===== config.mk =====
export PLATFORM = sky130hd
export DESIGN_NAME = page_commit_engine
export DESIGN_NICKNAME = d
export VERILOG_FILES = /design/src/rtl/pce_pkg.sv /design/src/rtl/pce_page_buf.sv /design/src/rtl/pce_commit_ctl.sv /design/src/rtl/pce_array.sv /design/src/rtl/page_commit_engine.sv
export SDC_FILE = /design/constraint.sdc
export NUM_CORES = 1
export LEC_CHECK = 0
export BUFFER_PORTS_ARGS = -buffer_cell sky130_fd_sc_hd__buf_2
export CAP_MARGIN = 10
export CORE_ASPECT_RATIO = 0.8
export CORE_MARGIN = 1.5
export CORE_UTILIZATION = 45
export CTS_CLUSTER_DIAMETER = 100
export DETAILED_ROUTE_END_ITERATION = 7
export MAX_ROUTING_LAYER = met4
export PLACE_DENSITY_LB_ADDON = 0.15
export SLEW_MARGIN = 20
export SYNTH_ARGS = -nofsm -noshare
export SYNTH_HDL_FRONTEND = slang
export SYNTH_SLANG_ARGS = --single-unit

===== constraint.sdc =====
create_clock -name clk -period 3.1 [get_ports clk]
set_clock_uncertainty 0.2 [all_clocks]
set_input_delay 0.31 -clock clk [delete_from_list [all_inputs] [get_ports clk]]
set_output_delay 0.31 -clock clk [all_outputs]
set_load 0.01 [all_outputs]

===== src/rtl/pce_pkg.sv =====
package pce_pkg;
  localparam int DEF_ADDR_W    = 7;
  localparam int DEF_PAGE_W    = 2;
  localparam int DEF_DATA_W    = 8;
  localparam int DEF_WR_CYCLES = 40;

  typedef enum logic [1:0] {
    ST_IDLE = 2'd0,
    ST_COPY = 2'd1,
    ST_HOLD = 2'd2
  } pce_state_e;
endpackage


===== src/rtl/pce_page_buf.sv =====
module pce_page_buf #(
  parameter int ADDR_W = pce_pkg::DEF_ADDR_W,
  parameter int PAGE_W = pce_pkg::DEF_PAGE_W,
  parameter int DATA_W = pce_pkg::DEF_DATA_W
) (
  input  logic                     clk,
  input  logic                     rst,
  input  logic                     busy,
  input  logic                     last,
  input  logic                     addr_load,
  input  logic [ADDR_W-1:0]        addr_in,
  input  logic                     data_load,
  input  logic [DATA_W-1:0]        data_in,
  input  logic                     start_evt,
  input  logic [PAGE_W-1:0]        rd_slot,
  output logic [ADDR_W-PAGE_W-1:0] base,
  output logic [(1<<PAGE_W)-1:0]   mask,
  output logic [DATA_W-1:0]        rd_byte,
  output logic                     rd_hit
);
  localparam int PAGE_BYTES = 1 << PAGE_W;

  logic [PAGE_W-1:0] ptr;
  logic [DATA_W-1:0] slots_q [PAGE_BYTES];
  logic              take_byte;

  assign take_byte = !busy && !start_evt && !addr_load && data_load;

  always_ff @(posedge clk) begin
    if (rst) begin
      mask <= '0;
      ptr  <= '0;
      base <= '0;
    end else if (busy) begin
      if (last) mask <= '0;
    end else if (start_evt) begin
      mask <= '0;
    end else if (addr_load) begin
      base <= addr_in[ADDR_W-1:PAGE_W];
      ptr  <= addr_in[PAGE_W-1:0];
      mask <= '0;
    end else if (data_load) begin
      mask[ptr] <= 1'b1;
      ptr       <= ptr + 1'b1;
    end
  end

  always_ff @(posedge clk) begin
    if (take_byte) slots_q[ptr] <= data_in;
  end

  assign rd_byte = slots_q[rd_slot];
  assign rd_hit  = mask[rd_slot];

  AST_FROZEN_WHILE_BUSY: assert property (@(posedge clk) disable iff (rst)
    (busy && !last) |=> ($stable(mask) && $stable(base)));
  AST_START_DISCARDS: assert property (@(posedge clk) disable iff (rst)
    (start_evt && !busy) |=> (mask == '0));
  AST_MASK_EMPTY_AFTER: assert property (@(posedge clk) disable iff (rst)
    last |=> (mask == '0));
endmodule


===== src/rtl/pce_commit_ctl.sv =====
module pce_commit_ctl #(
  parameter int PAGE_W    = pce_pkg::DEF_PAGE_W,
  parameter int WR_CYCLES = pce_pkg::DEF_WR_CYCLES
) (
  input  logic              clk,
  input  logic              rst,
  input  logic              stop_evt,
  input  logic              poll_req,
  input  logic              has_data,
  output logic              busy,
  output logic              done,
  output logic              poll_ack,
  output logic              last,
  output logic              copy_en,
  output logic [PAGE_W-1:0] slot
);
  import pce_pkg::*;

  localparam int PAGE_BYTES = 1 << PAGE_W;
  localparam int CNT_W      = $clog2(WR_CYCLES + 1);

  pce_state_e       st;
  logic [CNT_W-1:0] cnt;

  assign last    = (st == ST_HOLD) && (cnt == CNT_W'(WR_CYCLES - 1));
  assign copy_en = (st == ST_COPY);
  assign slot    = cnt[PAGE_W-1:0];

  always_ff @(posedge clk) begin
    if (rst) begin
      st       <= ST_IDLE;
      cnt      <= '0;
      busy     <= 1'b0;
      done     <= 1'b0;
      poll_ack <= 1'b0;
    end else begin
      done     <= 1'b0;
      poll_ack <= poll_req && !busy;
      case (st)
        ST_IDLE: begin
          if (stop_evt && has_data) begin
            st   <= ST_COPY;
            busy <= 1'b1;
            cnt  <= '0;
          end
        end
        ST_COPY: begin
          cnt <= cnt + 1'b1;
          if (cnt == CNT_W'(PAGE_BYTES - 1)) st <= ST_HOLD;
        end
        ST_HOLD: begin
          if (last) begin
            st   <= ST_IDLE;
            busy <= 1'b0;
            done <= 1'b1;
          end else begin
            cnt <= cnt + 1'b1;
          end
        end
        default: st <= ST_IDLE;
      endcase
    end
  end

  AST_COMMIT_STARTS: assert property (@(posedge clk) disable iff (rst)
    (stop_evt && has_data && !busy) |=> busy);
  AST_IDLE_STOP_NO_BUSY: assert property (@(posedge clk) disable iff (rst)
    (stop_evt && !has_data && !busy) |=> !busy);
  AST_DONE_AFTER_BUSY: assert property (@(posedge clk) disable iff (rst)
    done |-> (!busy && $past(busy)));
  AST_DONE_SINGLE: assert property (@(posedge clk) disable iff (rst)
    done |=> !done);
endmodule


===== src/rtl/pce_array.sv =====
module pce_array #(
  parameter int ADDR_W = pce_pkg::DEF_ADDR_W,
  parameter int DATA_W = pce_pkg::DEF_DATA_W
) (
  input  logic              clk,
  input  logic              we,
  input  logic [ADDR_W-1:0] waddr,
  input  logic [DATA_W-1:0] wdata,
  input  logic [ADDR_W-1:0] raddr,
  output logic [DATA_W-1:0] rdata
);
  localparam int DEPTH = 1 << ADDR_W;

  logic [DATA_W-1:0] cells [DEPTH];

  initial begin
    for (int i = 0; i < DEPTH; i++) cells[i] = '0;
  end

  always_ff @(posedge clk) begin
    if (we) cells[waddr] <= wdata;
    rdata <= cells[raddr];
  end
endmodule


===== src/rtl/page_commit_engine.sv =====
module page_commit_engine #(
  parameter int ADDR_W    = pce_pkg::DEF_ADDR_W,
  parameter int PAGE_W    = pce_pkg::DEF_PAGE_W,
  parameter int DATA_W    = pce_pkg::DEF_DATA_W,
  parameter int WR_CYCLES = pce_pkg::DEF_WR_CYCLES
) (
  input  logic              clk,
  input  logic              rst,
  input  logic              addr_load,
  input  logic [ADDR_W-1:0] addr_in,
  input  logic              data_load,
  input  logic [DATA_W-1:0] data_in,
  input  logic              start_evt,
  input  logic              stop_evt,
  input  logic              poll_req,
  input  logic [ADDR_W-1:0] rd_addr,
  output logic              busy,
  output logic              done,
  output logic              poll_ack,
  output logic              mem_we,
  output logic [ADDR_W-1:0] mem_addr,
  output logic [DATA_W-1:0] mem_wdata,
  output logic [DATA_W-1:0] rd_data
);
  localparam int PAGE_BYTES = 1 << PAGE_W;
  localparam int ROW_W      = ADDR_W - PAGE_W;

  logic [ROW_W-1:0]      base;
  logic [PAGE_BYTES-1:0] mask;
  logic [DATA_W-1:0]     rd_byte;
  logic                  rd_hit;
  logic                  last;
  logic                  copy_en;
  logic [PAGE_W-1:0]     slot;

  pce_page_buf #(.ADDR_W(ADDR_W), .PAGE_W(PAGE_W), .DATA_W(DATA_W)) u_buf (
    .clk(clk), .rst(rst), .busy(busy), .last(last),
    .addr_load(addr_load), .addr_in(addr_in),
    .data_load(data_load), .data_in(data_in), .start_evt(start_evt),
    .rd_slot(slot), .base(base), .mask(mask), .rd_byte(rd_byte), .rd_hit(rd_hit)
  );

  pce_commit_ctl #(.PAGE_W(PAGE_W), .WR_CYCLES(WR_CYCLES)) u_ctl (
    .clk(clk), .rst(rst), .stop_evt(stop_evt), .poll_req(poll_req),
    .has_data(|mask), .busy(busy), .done(done), .poll_ack(poll_ack),
    .last(last), .copy_en(copy_en), .slot(slot)
  );

  always_ff @(posedge clk) begin
    if (rst) begin
      mem_we    <= 1'b0;
      mem_addr  <= '0;
      mem_wdata <= '0;
    end else begin
      mem_we    <= copy_en && rd_hit;
      mem_addr  <= {base, slot};
      mem_wdata <= rd_byte;
    end
  end

  pce_array #(.ADDR_W(ADDR_W), .DATA_W(DATA_W)) u_array (
    .clk(clk), .we(mem_we), .waddr(mem_addr), .wdata(mem_wdata),
    .raddr(rd_addr), .rdata(rd_data)
  );

  AST_WE_NEEDS_BUSY: assert property (@(posedge clk) disable iff (rst)
    mem_we |-> busy);
  AST_WE_IN_PAGE: assert property (@(posedge clk) disable iff (rst)
    mem_we |-> (mem_addr[ADDR_W-1:PAGE_W] == base));
  AST_NO_ACK_BUSY: assert property (@(posedge clk) disable iff (rst)
    busy |=> !poll_ack);
endmodule


==> results.toml <==
[logic_synthesis]
ys_types = 33
seq_area_frac_synth_pct = 77.2
synth_top_area_cell = "edfxtp_1"
syn-cell-area_sq_um = 42300
synth_top_area_share_pct = 75.0
synth.area.top_cells = "edfxtp_1 75%, mux4_2 18%, dfxtp_1 2.2%"
yosysWarnings = 0
synth-edff-count = 1056
avgSynthCellArea_sq_um = 23.1
dominantRegCellSynth = "edfxtp_1"
syn_inst = 1827
synth_seq_cells = 1102
synthTopCellsByCount = "1056 x edfxtp_1, 344 x mux4_2, 149 x nor2_1"
synth_fp_nets = 1864
synthMostInstantiatedCell = "edfxtp_1"
async_flop_share_pct = 0

[power]
power_leakage_nw = 16.3
power.switching_mw = 7.19
swShare_pct = 21.8
intPower_mw = 25.8
clockPowerShare_pct = 41.5
power_density_nw_per_um2 = 658
total_power_mw = 33.0
comb_power_share_pct = 6.6
ir_drop_mv = 0.471
power_frac_seq_pct = 51.9

[floorplanning]
dieArea_sq_um = 95800
rows = 100
fp.coreArea_sq_um = 93100
die_y_um = 277
io_pins = 56
start_util_pct = 45.4
die-width_um = 346

[routing]
drcViolationCount = 0
routed_wl_um = 102000
postRouteAntennaNets = 0
wl_per_cell_um = 29.1
drtIter0Drc = 2374
drt-vias-per-instance = 5.81
firstDrtPassIters = 5
dr_total_vias = 20392

[setup_path]
cp.buffers_inverters = 2
worstPathMaxFanout = 10
crit_start = "u_ctl.busy"
cp_top_family = "buffers and inverters"
worst_ep_required_time_ps = 3470
end_kind = "flop"
cp_common_cell = "dlygate4sd3_1"
crit_arrival_ps = 3040
startpoint_type = "flop"
worst_path_largest_cell_delay_ps = 570
criticalPathCategory = "reg2reg"
critical_path.slowest_cell = "dlygate4sd3_1"
timing.rr.start = "u_ctl.busy"
crit_chain = "nor3b_2, mux2i_1, dlygate4sd3_1, nor2_1, dlygate4sd3_1"

[place]
port_buffers = 55
gp_congestion = 0.827
place_hpwl_um = 65100
place_ws_ps = -197
placedInstanceArea_sq_um = 46100

[timing]
finalCritPeriodShare_pct = 86.2
fmax_ghz = 0.374
rsz0062_at_grt = "no"
layout_min_cycle_time_ps = 2670
max_slew_margin_pct = 34.5
setup_tns_ps = 0
tightest_slew_ps = 958
hold_viol = 0
setup_violations = 0
drv_slew = 0
fin_ws_ps = 427

[flow_run]
drv_cap = 0

[clock_tree]
cts_root_buffer = "clkbuf_16"
cts_tree = "yes"
clkTransAtPathRegs_ps = 60
htreeDepth = 3
clkLatencyLatePin_ps = 690
cts_max_path_buffers = 3
cts_buffers = 108
cts_sinks = 1102

[global_route]
grt.total_usage_pct = 22.4
grt_max_degree = 89
gr-total-overflow = 0
antenna_found_initial = 7
grt_pass1_wl_um = 149000
grt_pass1_vias = 20802

[min_path]
hp-start = "data_load"
hold_path.class = "in2reg"

[layout]
drive_above_1_share_pct = 36.6
area_growth_pct = 18.6
nFillCells = 7065
final_cell_area_sq_um = 50200
seq_area_sq_um = 32700
nets = 2224
multiInputGateArea_sq_um = 9220

[status]
outcome = "completed"
==> cells in the final DEF, fill, tap and decap left out, types with 8 or more instances in the layout <==
cell type | Yosys | layout
nand2_1 | 15 | 15
buf_2 | 16 | 52
mux2_2 | 8 | 8
nor2b_1 | 24 | 24
buf_4 | 10 | 220
mux4_2 | 344 | 344
clkbuf_16 | 0 | 112
clkinv_2 | 0 | 17
dlygate4sd3_1 | 0 | 36
clkbuf_1 | 43 | 16
clkbuf_8 | 0 | 10
clkinv_1 | 0 | 22
mux2i_1 | 9 | 9
nand3_1 | 13 | 13
dfxtp_1 | 46 | 38
nor2_1 | 149 | 149
bufinv_16 | 0 | 15
buf_12 | 0 | 34
ha_1 | 8 | 8
a21oi_1 | 12 | 12
dfxtp_4 | 0 | 8
edfxtp_1 | 1056 | 1056
==> power groups by stage <==
stage          Clock (mW)  Sequential, mW  Combinational [mW]
2_1_floorplan           0            17.5                1.01
6_report             13.7            17.1                2.18
5_1_grt              14.5            17.1                2.33
4_1_cts              13.9            17.1                2.21
3_5_place_dp            0            17.4                2.15
3_3_place_gp            0            17.4                2.10
==> per-stage QoR <==
step,hold WS (ps),instances,util (%)
finish,92.4,3508,53.9
global route,121,3505,53.9
CTS,31.9,3504,53.9
detailed placement,263,3265,49.5
global placement,253,3265,49.5
floorplan,209,1827,-
==> kinds of logic after synthesis <==
family / Yosys count / synth area share [%]
AND/OR/NAND/NOR: 230 / 2.39
flip-flops: 1102 / 77.2
multiplexers: 361 / 18.7
buffers and inverters: 99 / 1.03
XOR/XNOR: 5 / 0.104
adder cells (fa/ha/maj): 8 / 0.237
AO/OA/AOI/OAI: 22 / 0.317
==> flip-flops by register name, indices dropped and copies added (netlist names) <==
register        count
u_buf.base          5
u_array.cells    1024
u_buf.mask          4
u_array.rdata       8
u_buf.slots_q      32
u_ctl.cnt           6
u_buf.ptr           2
mem_wdata           8
u_ctl.busy          1
u_ctl.poll_ack      1
u_ctl.done          1
mem_addr            7
u_ctl.st            2
mem_we              1
==> final timing paths <==
path                         endpoint  slack [ps]  cells after the start
setup / recovery        u_buf.base[1]         430                      5
hold / removal    u_buf.slots_q[3][0]          90                      2
setup reg to reg        u_buf.base[1]         430                      5
hold reg to reg           mem_addr[3]         270                      1
==> what timing repair did <==
item | in CTS | in global routing
buffers inserted | 0 | 0
hold buffers | 36 | 0
endpoints found under the setup margin | 0 | 5
resized for setup | 0 | 1
endpoints found under the hold margin | 72 | 0
==> routing by layer <==
layer / share of wire, % / wire length [um] / vias to the layer above / GRT usage, %
met5: 0 / 0 / - / -
met4: 2.0 / 2070 / 0 / 5.20
met3: 6.6 / 6730 / 124 / 4.12
met2: 46 / 46900 / 735 / 32.5
met1: 46 / 46600 / 11069 / 33.2
li1: - / - / 8464 / -
==> cell type report <==
cell class,count,share of cell area (%)
Sequential cell,1102,65.1
Multi-Input combinational cell,626,18.4
Clock buffer,138,5.98
Timing Repair Buffer,344,5.95
Tap cell,1224,3.05
Clock inverter,65,1.45
Inverter,5,0.0374
Antenna cell,4,0.0200
Note: power is estimated with default switching activity, not from simulation.
